===== src/rtl/uart_rdy_pkg.sv =====
package uart_rdy_pkg;

  typedef enum logic [1:0] {
    RM_OFF   = 2'd0,
    RM_CHAR  = 2'd1,
    RM_BLOCK = 2'd2
  } rdy_mode_e;

endpackage


===== src/rtl/rdy_mode_ctl.sv =====
module rdy_mode_ctl
  import uart_rdy_pkg::*;
(
  input  logic      clk,
  input  logic      rst,
  input  logic      fifo_en,
  input  logic      blk_mode,
  output rdy_mode_e mode,
  output logic      mode_chg
);

  rdy_mode_e mode_q;

  always_comb begin
    if (!fifo_en)      mode = RM_OFF;
    else if (blk_mode) mode = RM_BLOCK;
    else               mode = RM_CHAR;
  end

  always_ff @(posedge clk) begin
    if (rst) mode_q <= RM_OFF;
    else     mode_q <= mode;
  end

  assign mode_chg = (mode != mode_q);

endmodule


===== src/rtl/rdy_rx_gen.sv =====
module rdy_rx_gen
  import uart_rdy_pkg::*;
#(
  parameter int DEPTH   = 16,
  parameter int CNT_W   = $clog2(DEPTH + 1),
  parameter int TRIG_L0 = 1,
  parameter int TRIG_L1 = 4,
  parameter int TRIG_L2 = 8,
  parameter int TRIG_L3 = 14
) (
  input  logic             clk,
  input  logic             rst,
  input  rdy_mode_e        mode,
  input  logic             mode_chg,
  input  logic [1:0]       trig_sel,
  input  logic [CNT_W-1:0] rx_count,
  input  logic             rx_timeout,
  input  logic             rhr_full,
  output logic             rx_rdy_n
);

  localparam int NLVL = 4;
  localparam int LVLS [NLVL] = '{TRIG_L0, TRIG_L1, TRIG_L2, TRIG_L3};

  logic [CNT_W-1:0] lvl_tab [NLVL];
  logic [CNT_W-1:0] trig;
  logic             empty, at_trig;
  logic             armed_q, armed_d;
  logic             rdy_n_d, rdy_n_q;

  for (genvar g = 0; g < NLVL; g++) begin : g_lvl
    assign lvl_tab[g] = CNT_W'(LVLS[g]);
  end

  assign trig    = lvl_tab[trig_sel];
  assign empty   = (rx_count == '0);
  assign at_trig = (rx_count >= trig);

  always_comb begin
    armed_d = armed_q;
    if (mode != RM_BLOCK || mode_chg) armed_d = 1'b0;
    else if (empty)                   armed_d = 1'b0;
    else if (at_trig || rx_timeout)   armed_d = 1'b1;
  end

  always_comb begin
    if (mode_chg) rdy_n_d = 1'b1;
    else begin
      unique case (mode)
        RM_OFF:   rdy_n_d = ~rhr_full;
        RM_CHAR:  rdy_n_d = empty;
        RM_BLOCK: rdy_n_d = ~armed_d;
        default:  rdy_n_d = 1'b1;
      endcase
    end
  end

  always_ff @(posedge clk) begin
    if (rst) begin
      armed_q <= 1'b0;
      rdy_n_q <= 1'b1;
    end else begin
      armed_q <= armed_d;
      rdy_n_q <= rdy_n_d;
    end
  end

  assign rx_rdy_n = rdy_n_q;

endmodule


===== src/rtl/rdy_tx_gen.sv =====
module rdy_tx_gen
  import uart_rdy_pkg::*;
#(
  parameter int DEPTH = 16,
  parameter int CNT_W = $clog2(DEPTH + 1)
) (
  input  logic             clk,
  input  logic             rst,
  input  rdy_mode_e        mode,
  input  logic             mode_chg,
  input  logic [CNT_W-1:0] tx_count,
  input  logic             thr_full,
  output logic             tx_rdy_n
);

  localparam logic [CNT_W-1:0] FULL_CNT = CNT_W'(DEPTH);

  logic full, empty;
  logic rdy_n_d, rdy_n_q;

  assign full  = (tx_count >= FULL_CNT);
  assign empty = (tx_count == '0);

  always_comb begin
    if (mode_chg) rdy_n_d = 1'b1;
    else begin
      unique case (mode)
        RM_OFF:   rdy_n_d = thr_full;
        RM_CHAR:  rdy_n_d = ~empty;
        RM_BLOCK: rdy_n_d = full;
        default:  rdy_n_d = 1'b1;
      endcase
    end
  end

  always_ff @(posedge clk) begin
    if (rst) rdy_n_q <= 1'b1;
    else     rdy_n_q <= rdy_n_d;
  end

  assign tx_rdy_n = rdy_n_q;

endmodule


===== src/rtl/uart_rdy_pins.sv =====
module uart_rdy_pins
  import uart_rdy_pkg::*;
#(
  parameter int DEPTH   = 16,
  parameter int TRIG_L0 = 1,
  parameter int TRIG_L1 = 4,
  parameter int TRIG_L2 = 8,
  parameter int TRIG_L3 = 14,
  parameter int CNT_W   = $clog2(DEPTH + 1)
) (
  input  logic             clk,
  input  logic             rst,
  input  logic             fifo_en,
  input  logic             blk_mode,
  input  logic [1:0]       trig_sel,
  input  logic [CNT_W-1:0] rx_count,
  input  logic [CNT_W-1:0] tx_count,
  input  logic             rx_timeout,
  input  logic             rhr_full,
  input  logic             thr_full,
  output logic             rx_rdy_n,
  output logic             tx_rdy_n
);

  rdy_mode_e mode;
  logic      mode_chg;

  rdy_mode_ctl u_mode (
    .clk      (clk),
    .rst      (rst),
    .fifo_en  (fifo_en),
    .blk_mode (blk_mode),
    .mode     (mode),
    .mode_chg (mode_chg)
  );

  rdy_rx_gen #(
    .DEPTH   (DEPTH),
    .CNT_W   (CNT_W),
    .TRIG_L0 (TRIG_L0),
    .TRIG_L1 (TRIG_L1),
    .TRIG_L2 (TRIG_L2),
    .TRIG_L3 (TRIG_L3)
  ) u_rx (
    .clk        (clk),
    .rst        (rst),
    .mode       (mode),
    .mode_chg   (mode_chg),
    .trig_sel   (trig_sel),
    .rx_count   (rx_count),
    .rx_timeout (rx_timeout),
    .rhr_full   (rhr_full),
    .rx_rdy_n   (rx_rdy_n)
  );

  rdy_tx_gen #(
    .DEPTH (DEPTH),
    .CNT_W (CNT_W)
  ) u_tx (
    .clk      (clk),
    .rst      (rst),
    .mode     (mode),
    .mode_chg (mode_chg),
    .tx_count (tx_count),
    .thr_full (thr_full),
    .tx_rdy_n (tx_rdy_n)
  );

endmodule


===== config.mk =====
export PLATFORM = sky130hd
export DESIGN_NAME = uart_rdy_pins
export DESIGN_NICKNAME = d
export VERILOG_FILES = /design/src/rtl/uart_rdy_pkg.sv /design/src/rtl/rdy_mode_ctl.sv /design/src/rtl/rdy_rx_gen.sv /design/src/rtl/rdy_tx_gen.sv /design/src/rtl/uart_rdy_pins.sv
export SDC_FILE = /design/constraint.sdc
export NUM_CORES = 1
export LEC_CHECK = 0
export BUFFER_PORTS_ARGS = -buffer_cell sky130_fd_sc_hd__buf_2
export CAP_MARGIN = 5
export CORE_AREA = 2 2 39 41
export CTS_CLUSTER_SIZE = 8
export DETAILED_ROUTE_END_ITERATION = 7
export DIE_AREA = 0 0 41 43
export SKIP_LAST_GASP = 1
export SYNTH_ARGS = -nofsm -noshare
export SYNTH_HDL_FRONTEND = slang
export SYNTH_HIERARCHICAL = 1
export SYNTH_SLANG_ARGS = --single-unit

===== constraint.sdc =====
create_clock -name clk -period 1.5 [get_ports clk]
set_input_delay 0.15 -clock clk [delete_from_list [all_inputs] [get_ports clk]]
set_output_delay 0.15 -clock clk [all_outputs]
set_load 0.005 [all_outputs]

==> results of run 1 <==
[worst max-delay path: cells and delay by family, from the launching register on]
family / cells / cell delay [ns]
and+or+nand+nor: 3 / 0.49
AOI/OAI and AO/OA: 3 / 0.39
DFF: 1 / 0.31
buffers and inverters: 1 / 0.14
[cell type report]
| class | instances | area [um2] | area share (%) |
|---|---|---|---|
| Timing Repair Buffer | 21 | 107.6 | 19.33 |
| Multi-Input combinational cell | 37 | 287.8 | 51.69 |
| Inverter | 4 | 15.01 | 2.697 |
| Sequential cell | 5 | 100.1 | 17.98 |
| Clock buffer | 4 | 26.28 | 4.719 |
| Tap cell | 16 | 20.02 | 3.596 |
[power by group]
group          switching [mW]  total (mW)  leakage, nW  internal [mW]
sequential            0.00257       0.142       0.0410          0.139
clock                  0.0576       0.158       0.0150          0.101
combinational          0.0422      0.0909        0.212         0.0488
[metrics by stage]
stage	std cells	hold WS [ns]	utilization, %	setup slack (ns)
final	87	0.1251	40.24	0.06461
after global routing	87	0.1433	40.24	0.01007
after CTS	87	0.1165	39.78	0.004109
after detailed placement	83	0.3773	37.88	0.009168
after global placement	83	0.3726	37.88	0.05480
after floorplan	46	0.2251	-	0.1011
[synth_stat cells, types with 2 or more instances]
| library cell | count | area [um2] |
|---|---|---|
| sky130_fd_sc_hd__inv_1 | 4 | 15.01 |
| sky130_fd_sc_hd__nor2_1 | 4 | 15.01 |
| sky130_fd_sc_hd__nand2b_1 | 2 | 12.51 |
| sky130_fd_sc_hd__ha_1 | 4 | 50.05 |
| sky130_fd_sc_hd__o21ai_0 | 3 | 15.01 |
| sky130_fd_sc_hd__dfxtp_1 | 5 | 100.1 |
| sky130_fd_sc_hd__nor3_1 | 3 | 15.01 |
| sky130_fd_sc_hd__nor4_1 | 2 | 12.51 |
[state kept, by name (all words and copies together) (netlist names)]
register and flops:
u_rx/rx_rdy_n 1, u_tx/tx_rdy_n 1, u_rx/armed_q 1, u_mode/mode_q 2
[path summary, 6_finish.rpt]
check / end / slack (ns) / cells past startpoint
max: u_rx/rx_rdy_n / 0.06 / 7
min: u_mode/mode_q[0] / 0.13 / 2
max reg2reg: u_rx/rx_rdy_n / 0.06 / 7
min reg2reg: u_rx/armed_q / 0.54 / 2
[kinds of logic (layout without fill, tap and decap cells)]
kind of cell	Yosys count	in the layout	share of synthesized area [%]
buffers and inverters	4	29	3.784
and+or+nand+nor	24	24	44.16
AOI/OAI and AO/OA	9	9	14.19
adders and majority gates	4	4	12.62
DFF	5	5	25.24
[per-layer routing]
metal	global-route usage [%]	wire length (um)	vias to the layer above
met5	0	0	-
met4	8.000	8	0
met3	3.141	48	2
met2	20.63	472	12
met1	12.54	377	185
li1	-	-	219
==> report_table.html, run 1 <==
<table>
<tr><th>Metric</th><th>Value</th></tr>
<tr><th colspan="2">Critical path</th></tr>
<tr><td>Ordered list of cells on the worst path</td><td>and4bb_1 &gt; nor3_2 &gt; buf_4 &gt; nor3_1 &gt; o21ai_1 &gt; o22ai_1 &gt; o21ba_1</td></tr>
<tr><td>Worst setup SP type</td><td>flop</td></tr>
<tr><td>Launch instance of the worst register-to-register path</td><td>u_mode/mode_q[1]</td></tr>
<tr><td>Critical-path cell with the highest stage delay</td><td>sky130_fd_sc_hd__dfxtp_1</td></tr>
<tr><td>Arrival time of the worst setup path</td><td>1.57 ns</td></tr>
<tr><td>Startpoint-to-endpoint class of the critical path</td><td>reg -&gt; reg</td></tr>
<tr><td>Crit-path max cell delay</td><td>0.31 ns</td></tr>
<tr><td>Timing startpoint of the critical path</td><td>u_mode/mode_q[1]</td></tr>
<tr><td>Worst endpoint required time</td><td>1.63 ns</td></tr>
<tr><td>Endpoint type of the worst setup path</td><td>flop</td></tr>
<tr><td>Top fanout value on the critical path</td><td>3</td></tr>
<tr><th colspan="2">Yosys</th></tr>
<tr><td>Net count after synthesis</td><td>69</td></tr>
<tr><td>Cell variety after synth</td><td>27</td></tr>
<tr><td>Gate Count Post-Synth</td><td>46</td></tr>
<tr><td>Yosys warning count</td><td>6</td></tr>
<tr><td>Sequential share of the synthesized area</td><td>25.24%</td></tr>
<tr><td>Avg Synthesized Cell Area</td><td>8.622 um2</td></tr>
<tr><td>Synthesized flop and latch total</td><td>5</td></tr>
<tr><td>Ys flop type</td><td>sky130_fd_sc_hd__dfxtp_1</td></tr>
<tr><td>Number of synthesized flops with an enable pin</td><td>0</td></tr>
<tr><td>Cell Area, Synth</td><td>396.6 um2</td></tr>
<tr><td>Asr flop ratio synth</td><td>0%</td></tr>
<tr><th colspan="2">STA</th></tr>
<tr><td>Slew at the pin with the worst max-slew slack</td><td>0.3656 ns</td></tr>
<tr><td>Post-layout minimum cycle time</td><td>1.435 ns</td></tr>
<tr><td>Final setup skew</td><td>0.005057 ns</td></tr>
<tr><td>Maximum frequency from static timing analysis</td><td>696.7 MHz</td></tr>
<tr><td>Final-report setup violation count</td><td>0</td></tr>
<tr><td>Post-Route Setup TNS</td><td>0 ns</td></tr>
<tr><td>Headroom to the max-slew limit</td><td>75.40%</td></tr>
<tr><td>RSZ-0062 raised after global routing</td><td>no</td></tr>
<tr><td>Count of endpoints failing hold in the final timing report</td><td>0</td></tr>
<tr><td>Final Max Tran Viols</td><td>0</td></tr>
<tr><td>Final Cycle Share</td><td>95.69%</td></tr>
<tr><th colspan="2">Final layout</th></tr>
<tr><td>ANT cells</td><td>0</td></tr>
<tr><td>Most common library cell in the layout ignoring fill and taps</td><td>sky130_fd_sc_hd__buf_2</td></tr>
<tr><td>Number of nets in the finished design</td><td>95</td></tr>
<tr><td>Most frequent cells in the layout</td><td>sky130_fd_sc_hd__buf_2, sky130_fd_sc_hd__dfxtp_1, sky130_fd_sc_hd__inv_1, sky130_fd_sc_hd__nor2_1, sky130_fd_sc_hd__ha_1</td></tr>
<tr><td>Finished Cell Area</td><td>556.8 um2</td></tr>
<tr><td>Ratio of cells with drive above 1 in the final layout</td><td>45.07%</td></tr>
<tr><td>Area grow syn2layout</td><td>40.38%</td></tr>
<tr><td>Number of fillers in the final layout</td><td>145</td></tr>
<tr><th colspan="2">Min path</th></tr>
<tr><td>Worst hold path type</td><td>in -&gt; reg</td></tr>
<tr><td>Startpoint of the worst hold path</td><td>blk_mode</td></tr>
<tr><th colspan="2">Clocking</th></tr>
<tr><td>TritonCTS clock tree</td><td>done</td></tr>
<tr><td>Htree depth</td><td>1</td></tr>
<tr><td>CTS buffer count</td><td>3</td></tr>
<tr><td>TritonCTS Sinks</td><td>5</td></tr>
<tr><td>Post-cts gate resize count</td><td>0</td></tr>
<tr><td>CTS clk-pin slew, worst paths</td><td>0.05 ns</td></tr>
<tr><td>Clock Root Buffer</td><td>sky130_fd_sc_hd__clkbuf_4</td></tr>
<tr><td>CTS Hold Bufs</td><td>0</td></tr>
<tr><td>Number of setup buffers added after CTS</td><td>0</td></tr>
<tr><td>Maximum buffer depth of the clock tree</td><td>2</td></tr>
<tr><td>Clock network latency to the later pin of the worst-skew pair</td><td>0.24 ns</td></tr>
<tr><th colspan="2">Floorplanning</th></tr>
<tr><td>Overall die height</td><td>43 um</td></tr>
<tr><td>Starting density of the core</td><td>28.66%</td></tr>
<tr><td>Num rows</td><td>14</td></tr>
<tr><td>Area of the die</td><td>1763 um2</td></tr>
<tr><td>Number of primary I/O pins</td><td>21</td></tr>
<tr><td>CORE AREA</td><td>1384 um2</td></tr>
<tr><td>Die Width</td><td>41 um</td></tr>
<tr><th colspan="2">Place</th></tr>
<tr><td>Weighted congestion at the end of routability-driven global placement</td><td>0.7833</td></tr>
<tr><td>Count of buffers inserted at the top-level ports</td><td>20</td></tr>
<tr><td>Cell area reported after detailed placement</td><td>524.3 um2</td></tr>
<tr><td>DP Wirelength</td><td>762.1 um</td></tr>
<tr><th colspan="2">Run status</th></tr>
<tr><td>Status</td><td>completed</td></tr>
<tr><th colspan="2">Routing</th></tr>
<tr><td>Number of iterations in the first detailed-routing pass</td><td>3</td></tr>
<tr><td>Routed wire per std cell</td><td>10.41 um</td></tr>
<tr><td>Vias/cell</td><td>4.805</td></tr>
<tr><td>Number of DRC markers after the initial detailed-route iteration</td><td>4</td></tr>
<tr><td>DRC</td><td>0</td></tr>
<tr><td>Wirelength, routed</td><td>906 um</td></tr>
<tr><td>DR vias</td><td>418</td></tr>
<tr><td>Antenna viol nets, final</td><td>0</td></tr>
<tr><th colspan="2">Global route</th></tr>
<tr><td>Via count of the first global-routing pass</td><td>394</td></tr>
<tr><td>Pin count of the biggest net entering global routing</td><td>8</td></tr>
<tr><td>First-pass GRT wire length</td><td>1462 um</td></tr>
<tr><td>Initial antenna violation count</td><td>0</td></tr>
<tr><td>Total Routing Usage GR</td><td>12.35%</td></tr>
<tr><td>Congestion Overflow GR</td><td>0</td></tr>
<tr><th colspan="2">Power and ir drop</th></tr>
<tr><td>Static leakage power</td><td>0.2676 nW</td></tr>
<tr><td>Maximum ir drop on the vdd rail</td><td>229.7 uV</td></tr>
<tr><td>Power Total</td><td>391.3 uW</td></tr>
<tr><td>Power Density</td><td>702.8 nW/um2</td></tr>
<tr><th colspan="2">Run</th></tr>
<tr><td>Number of max-cap violations</td><td>0</td></tr>
</table>
Note: power is estimated with default switching activity, not from simulation.
==> run 2, diff against run 1 <==
--- a/config.mk
+++ b/config.mk
@@ -8,10 +8,12 @@
 export BUFFER_PORTS_ARGS = -buffer_cell sky130_fd_sc_hd__buf_2
 export CAP_MARGIN = 5
 export CORE_AREA = 2 2 39 41
+export CTS_BUF_LIST = sky130_fd_sc_hd__clkbuf_8
 export CTS_CLUSTER_SIZE = 8
 export DETAILED_ROUTE_END_ITERATION = 7
 export DIE_AREA = 0 0 41 43
 export SKIP_LAST_GASP = 1
+export SLEW_MARGIN = 20
 export SYNTH_ARGS = -nofsm -noshare
 export SYNTH_HDL_FRONTEND = slang
 export SYNTH_HIERARCHICAL = 1
==> report_table.html, run 2 (synthesized netlist as in run 1, its figures left out) <==
<table>
<tr><th>Metric</th><th>Value</th></tr>
<tr><th colspan="2">Critical path</th></tr>
<tr><td>Reg2Reg Setup Slack</td><td>0.07 ns (about the same)</td></tr>
<tr><td>Top fanout value on the critical path</td><td>3 (unchanged)</td></tr>
<tr><td>Worst setup SP type</td><td>flop</td></tr>
<tr><td>Endpoint type of the worst setup path</td><td>flop</td></tr>
<tr><td>Length in cells of the worst reg-to-reg path</td><td>7 (unchanged)</td></tr>
<tr><td>Reg2Reg Capture Point</td><td>u_rx/rx_rdy_n</td></tr>
<tr><td>Worst endpoint required time</td><td>1.61 ns (-0.02 ns)</td></tr>
<tr><td>Startpoint-to-endpoint class of the critical path</td><td>reg -&gt; reg</td></tr>
<tr><td>Timing startpoint of the critical path</td><td>u_mode/mode_q[1]</td></tr>
<tr><td>Arrival time of the worst setup path</td><td>1.54 ns (-0.03 ns)</td></tr>
<tr><td>Launch instance of the worst register-to-register path</td><td>u_mode/mode_q[1]</td></tr>
<tr><th colspan="2">Global route</th></tr>
<tr><td>Via count of the first global-routing pass</td><td>388 (-1.5%)</td></tr>
<tr><td>First-pass GRT wire length</td><td>1442 um (-1.4%)</td></tr>
<tr><td>Total Routing Usage GR</td><td>12.35% (unchanged)</td></tr>
<tr><td>Initial antenna violation count</td><td>0 (unchanged)</td></tr>
<tr><td>Pin count of the biggest net entering global routing</td><td>8 (unchanged)</td></tr>
<tr><td>Congestion Overflow GR</td><td>0 (unchanged)</td></tr>
<tr><th colspan="2">Min path</th></tr>
<tr><td>Startpoint of the worst hold path</td><td>blk_mode</td></tr>
<tr><td>Hold-critical path endpoint</td><td>u_mode/mode_q[0]</td></tr>
<tr><td>Worst hold path stage count</td><td>2 (unchanged)</td></tr>
<tr><td>Worst hold path type</td><td>in -&gt; reg</td></tr>
<tr><th colspan="2">STA</th></tr>
<tr><td>Final-report setup violation count</td><td>0 (unchanged)</td></tr>
<tr><td>Headroom to the max-slew limit</td><td>78.04% (+2.6 points)</td></tr>
<tr><td>Final Max Tran Viols</td><td>0 (unchanged)</td></tr>
<tr><td>Post-layout minimum cycle time</td><td>1.433 ns (-0.001913 ns)</td></tr>
<tr><td>Final setup skew</td><td>0.001792 ns (-0.003265 ns)</td></tr>
<tr><td>Final Cycle Share</td><td>95.57% (-0.13 points)</td></tr>
<tr><td>Post-Route Setup TNS</td><td>0 ns (unchanged)</td></tr>
<tr><td>Final hold slack</td><td>0.1620 ns (+0.03695 ns)</td></tr>
<tr><td>Maximum frequency from static timing analysis</td><td>697.6 MHz (+0.13%)</td></tr>
<tr><td>Slew at the pin with the worst max-slew slack</td><td>0.3264 ns (-0.03918 ns)</td></tr>
<tr><td>Count of endpoints failing hold in the final timing report</td><td>0 (unchanged)</td></tr>
<tr><th colspan="2">Floorplanning</th></tr>
<tr><td>CORE AREA</td><td>1384 um2 (unchanged)</td></tr>
<tr><td>Number of primary I/O pins</td><td>21 (unchanged)</td></tr>
<tr><td>Area of the die</td><td>1763 um2 (unchanged)</td></tr>
<tr><td>Starting density of the core</td><td>28.66% (unchanged)</td></tr>
<tr><td>Die Width</td><td>41 um (unchanged)</td></tr>
<tr><td>Num rows</td><td>14 (unchanged)</td></tr>
<tr><td>Overall die height</td><td>43 um (unchanged)</td></tr>
<tr><th colspan="2">Clocking</th></tr>
<tr><td>TritonCTS clock tree</td><td>done</td></tr>
<tr><td>Htree depth</td><td>1 (unchanged)</td></tr>
<tr><td>CTS clk-pin slew, worst paths</td><td>0.04 ns (about the same)</td></tr>
<tr><td>Maximum buffer depth of the clock tree</td><td>2 (unchanged)</td></tr>
<tr><td>Clock network latency to the later pin of the worst-skew pair</td><td>0.22 ns (-0.02 ns)</td></tr>
<tr><td>Clock Root Buffer</td><td>sky130_fd_sc_hd__clkbuf_8</td></tr>
<tr><td>TritonCTS Sinks</td><td>5 (unchanged)</td></tr>
<tr><td>CTS buffer count</td><td>3 (unchanged)</td></tr>
<tr><th colspan="2">Final layout</th></tr>
<tr><td>Number of flip-flops in the largest register</td><td>2 (unchanged)</td></tr>
<tr><td>ANT cells</td><td>0 (unchanged)</td></tr>
<tr><td>Largest Register</td><td>u_mode/mode_q</td></tr>
<tr><td>Number of nets in the finished design</td><td>95 (unchanged)</td></tr>
<tr><td>Most common library cell in the layout ignoring fill and taps</td><td>sky130_fd_sc_hd__buf_2</td></tr>
<tr><td>Area grow syn2layout</td><td>52.05%</td></tr>
<tr><td>Most frequent cells in the layout</td><td>sky130_fd_sc_hd__buf_2, sky130_fd_sc_hd__inv_1, sky130_fd_sc_hd__nor2_1, sky130_fd_sc_hd__ha_1</td></tr>
<tr><td>Ratio of cells with drive above 1 in the final layout</td><td>50.70% (+5.6 points)</td></tr>
<tr><td>Multi-input logic area</td><td>312.8 um2 (+8.7%)</td></tr>
<tr><td>Number of fillers in the final layout</td><td>141 (-2.8%)</td></tr>
<tr><td>FF/Latch Area</td><td>102.6 um2 (+2.5%)</td></tr>
<tr><th colspan="2">Routing</th></tr>
<tr><td>Vias/cell</td><td>4.897 (+1.9%)</td></tr>
<tr><td>Antenna viol nets, final</td><td>0 (unchanged)</td></tr>
<tr><td>Wirelength, routed</td><td>970 um (+7.1%)</td></tr>
<tr><td>DRC</td><td>0 (unchanged)</td></tr>
<tr><td>Routed wire per std cell</td><td>11.15 um (+7.1%)</td></tr>
<tr><td>DR vias</td><td>426 (+1.9%)</td></tr>
<tr><td>Number of iterations in the first detailed-routing pass</td><td>2 (-1)</td></tr>
<tr><td>Number of DRC markers after the initial detailed-route iteration</td><td>1 (-3)</td></tr>
<tr><th colspan="2">Power and ir drop</th></tr>
<tr><td>Power Density</td><td>802.4 nW/um2 (+14%)</td></tr>
<tr><td>Static leakage power</td><td>0.2857 nW (+6.8%)</td></tr>
<tr><td>Maximum ir drop on the vdd rail</td><td>405.4 uV (+76%)</td></tr>
<tr><th colspan="2">Run</th></tr>
<tr><td>Number of max-cap violations</td><td>0 (unchanged)</td></tr>
<tr><th colspan="2">Place</th></tr>
<tr><td>DP Wirelength</td><td>762.1 um (unchanged)</td></tr>
<tr><td>Weighted congestion at the end of routability-driven global placement</td><td>0.7833 (unchanged)</td></tr>
<tr><td>Count of buffers inserted at the top-level ports</td><td>20 (unchanged)</td></tr>
<tr><th colspan="2">Run status</th></tr>
<tr><td>Status</td><td>completed</td></tr>
</table>
run 2: worst max-delay path by stage:
stage | depth (start not counted) | to | slack, ns
after floorplan | 6 | u_rx/rx_rdy_n | 0.10
after global placement | 6 | u_rx/rx_rdy_n | 0.05
after detailed placement | 6 | u_rx/rx_rdy_n | 0.009
after CTS | 7 | u_rx/rx_rdy_n | 0.05
after global routing | 6 | u_rx/rx_rdy_n | -0.007
final | 7 | u_rx/rx_rdy_n | 0.07
run 2: layout make-up:
cell class,instances,share of cell area [%]
Multi-Input combinational cell,37,51.87
Timing Repair Buffer,21,17.84
Sequential cell,5,17.01
Clock buffer,3,6.846
Tap cell,16,3.320
Inverter,4,2.490
Clock inverter,1,0.6224
run 2: what timing repair did:
| action | 4_1_cts | 5_1_grt |
|---|---|---|
| pin swaps | 0 | 4 |
| setup endpoints to repair | 1 | 1 |
| hold buffers | 0 | 0 |
| gates resized for setup | 1 | 7 |
| setup buffers | 0 | 0 |
run 2: metal layers:
| layer | vias to the layer above | share of wire [%] | global-route usage [%] |
|---|---|---|---|
| li1 | 219 | - | - |
| met1 | 195 | 38 | 12.22 |
| met2 | 10 | 56 | 20.94 |
| met3 | 2 | 5.5 | 3.141 |
| met4 | 0 | 0.82 | 8.000 |
| met5 | - | 0 | 0 |
run 2: report_power, final:
group / total [mW] / leakage [nW] / switching (mW) / internal [mW]
clock: 0.242 / 0.0269 / 0.0667 / 0.176
combinational: 0.0987 / 0.217 / 0.0468 / 0.0519
sequential: 0.143 / 0.0418 / 0.00267 / 0.140
total: 0.484 / 0.286 / 0.116 / 0.368
run 2: metrics by stage:
stage	cells	utilization, %	cell area (um2)	power, mW	setup WS [ns]
floorplan	46	-	396.6	0.1873	0.1011
global route	87	43.58	603.1	0.5129	-0.006577
global placement	83	37.88	524.3	0.2316	0.05480
CTS	87	41.59	575.6	0.4822	0.05191
detailed placement	83	37.88	524.3	0.2340	0.009168
finish	87	43.58	603.1	0.4839	0.06652
run 2: critical path, stage by stage, from the launching register on:
cell	delay, ns
sky130_fd_sc_hd__dfxtp_2	0.32
sky130_fd_sc_hd__and4bb_1	0.30
sky130_fd_sc_hd__nor3_4	0.07
sky130_fd_sc_hd__buf_4	0.14
sky130_fd_sc_hd__nor3_2	0.13
sky130_fd_sc_hd__o21ai_1	0.08
sky130_fd_sc_hd__o22ai_1	0.13
sky130_fd_sc_hd__o21ba_1	0.15
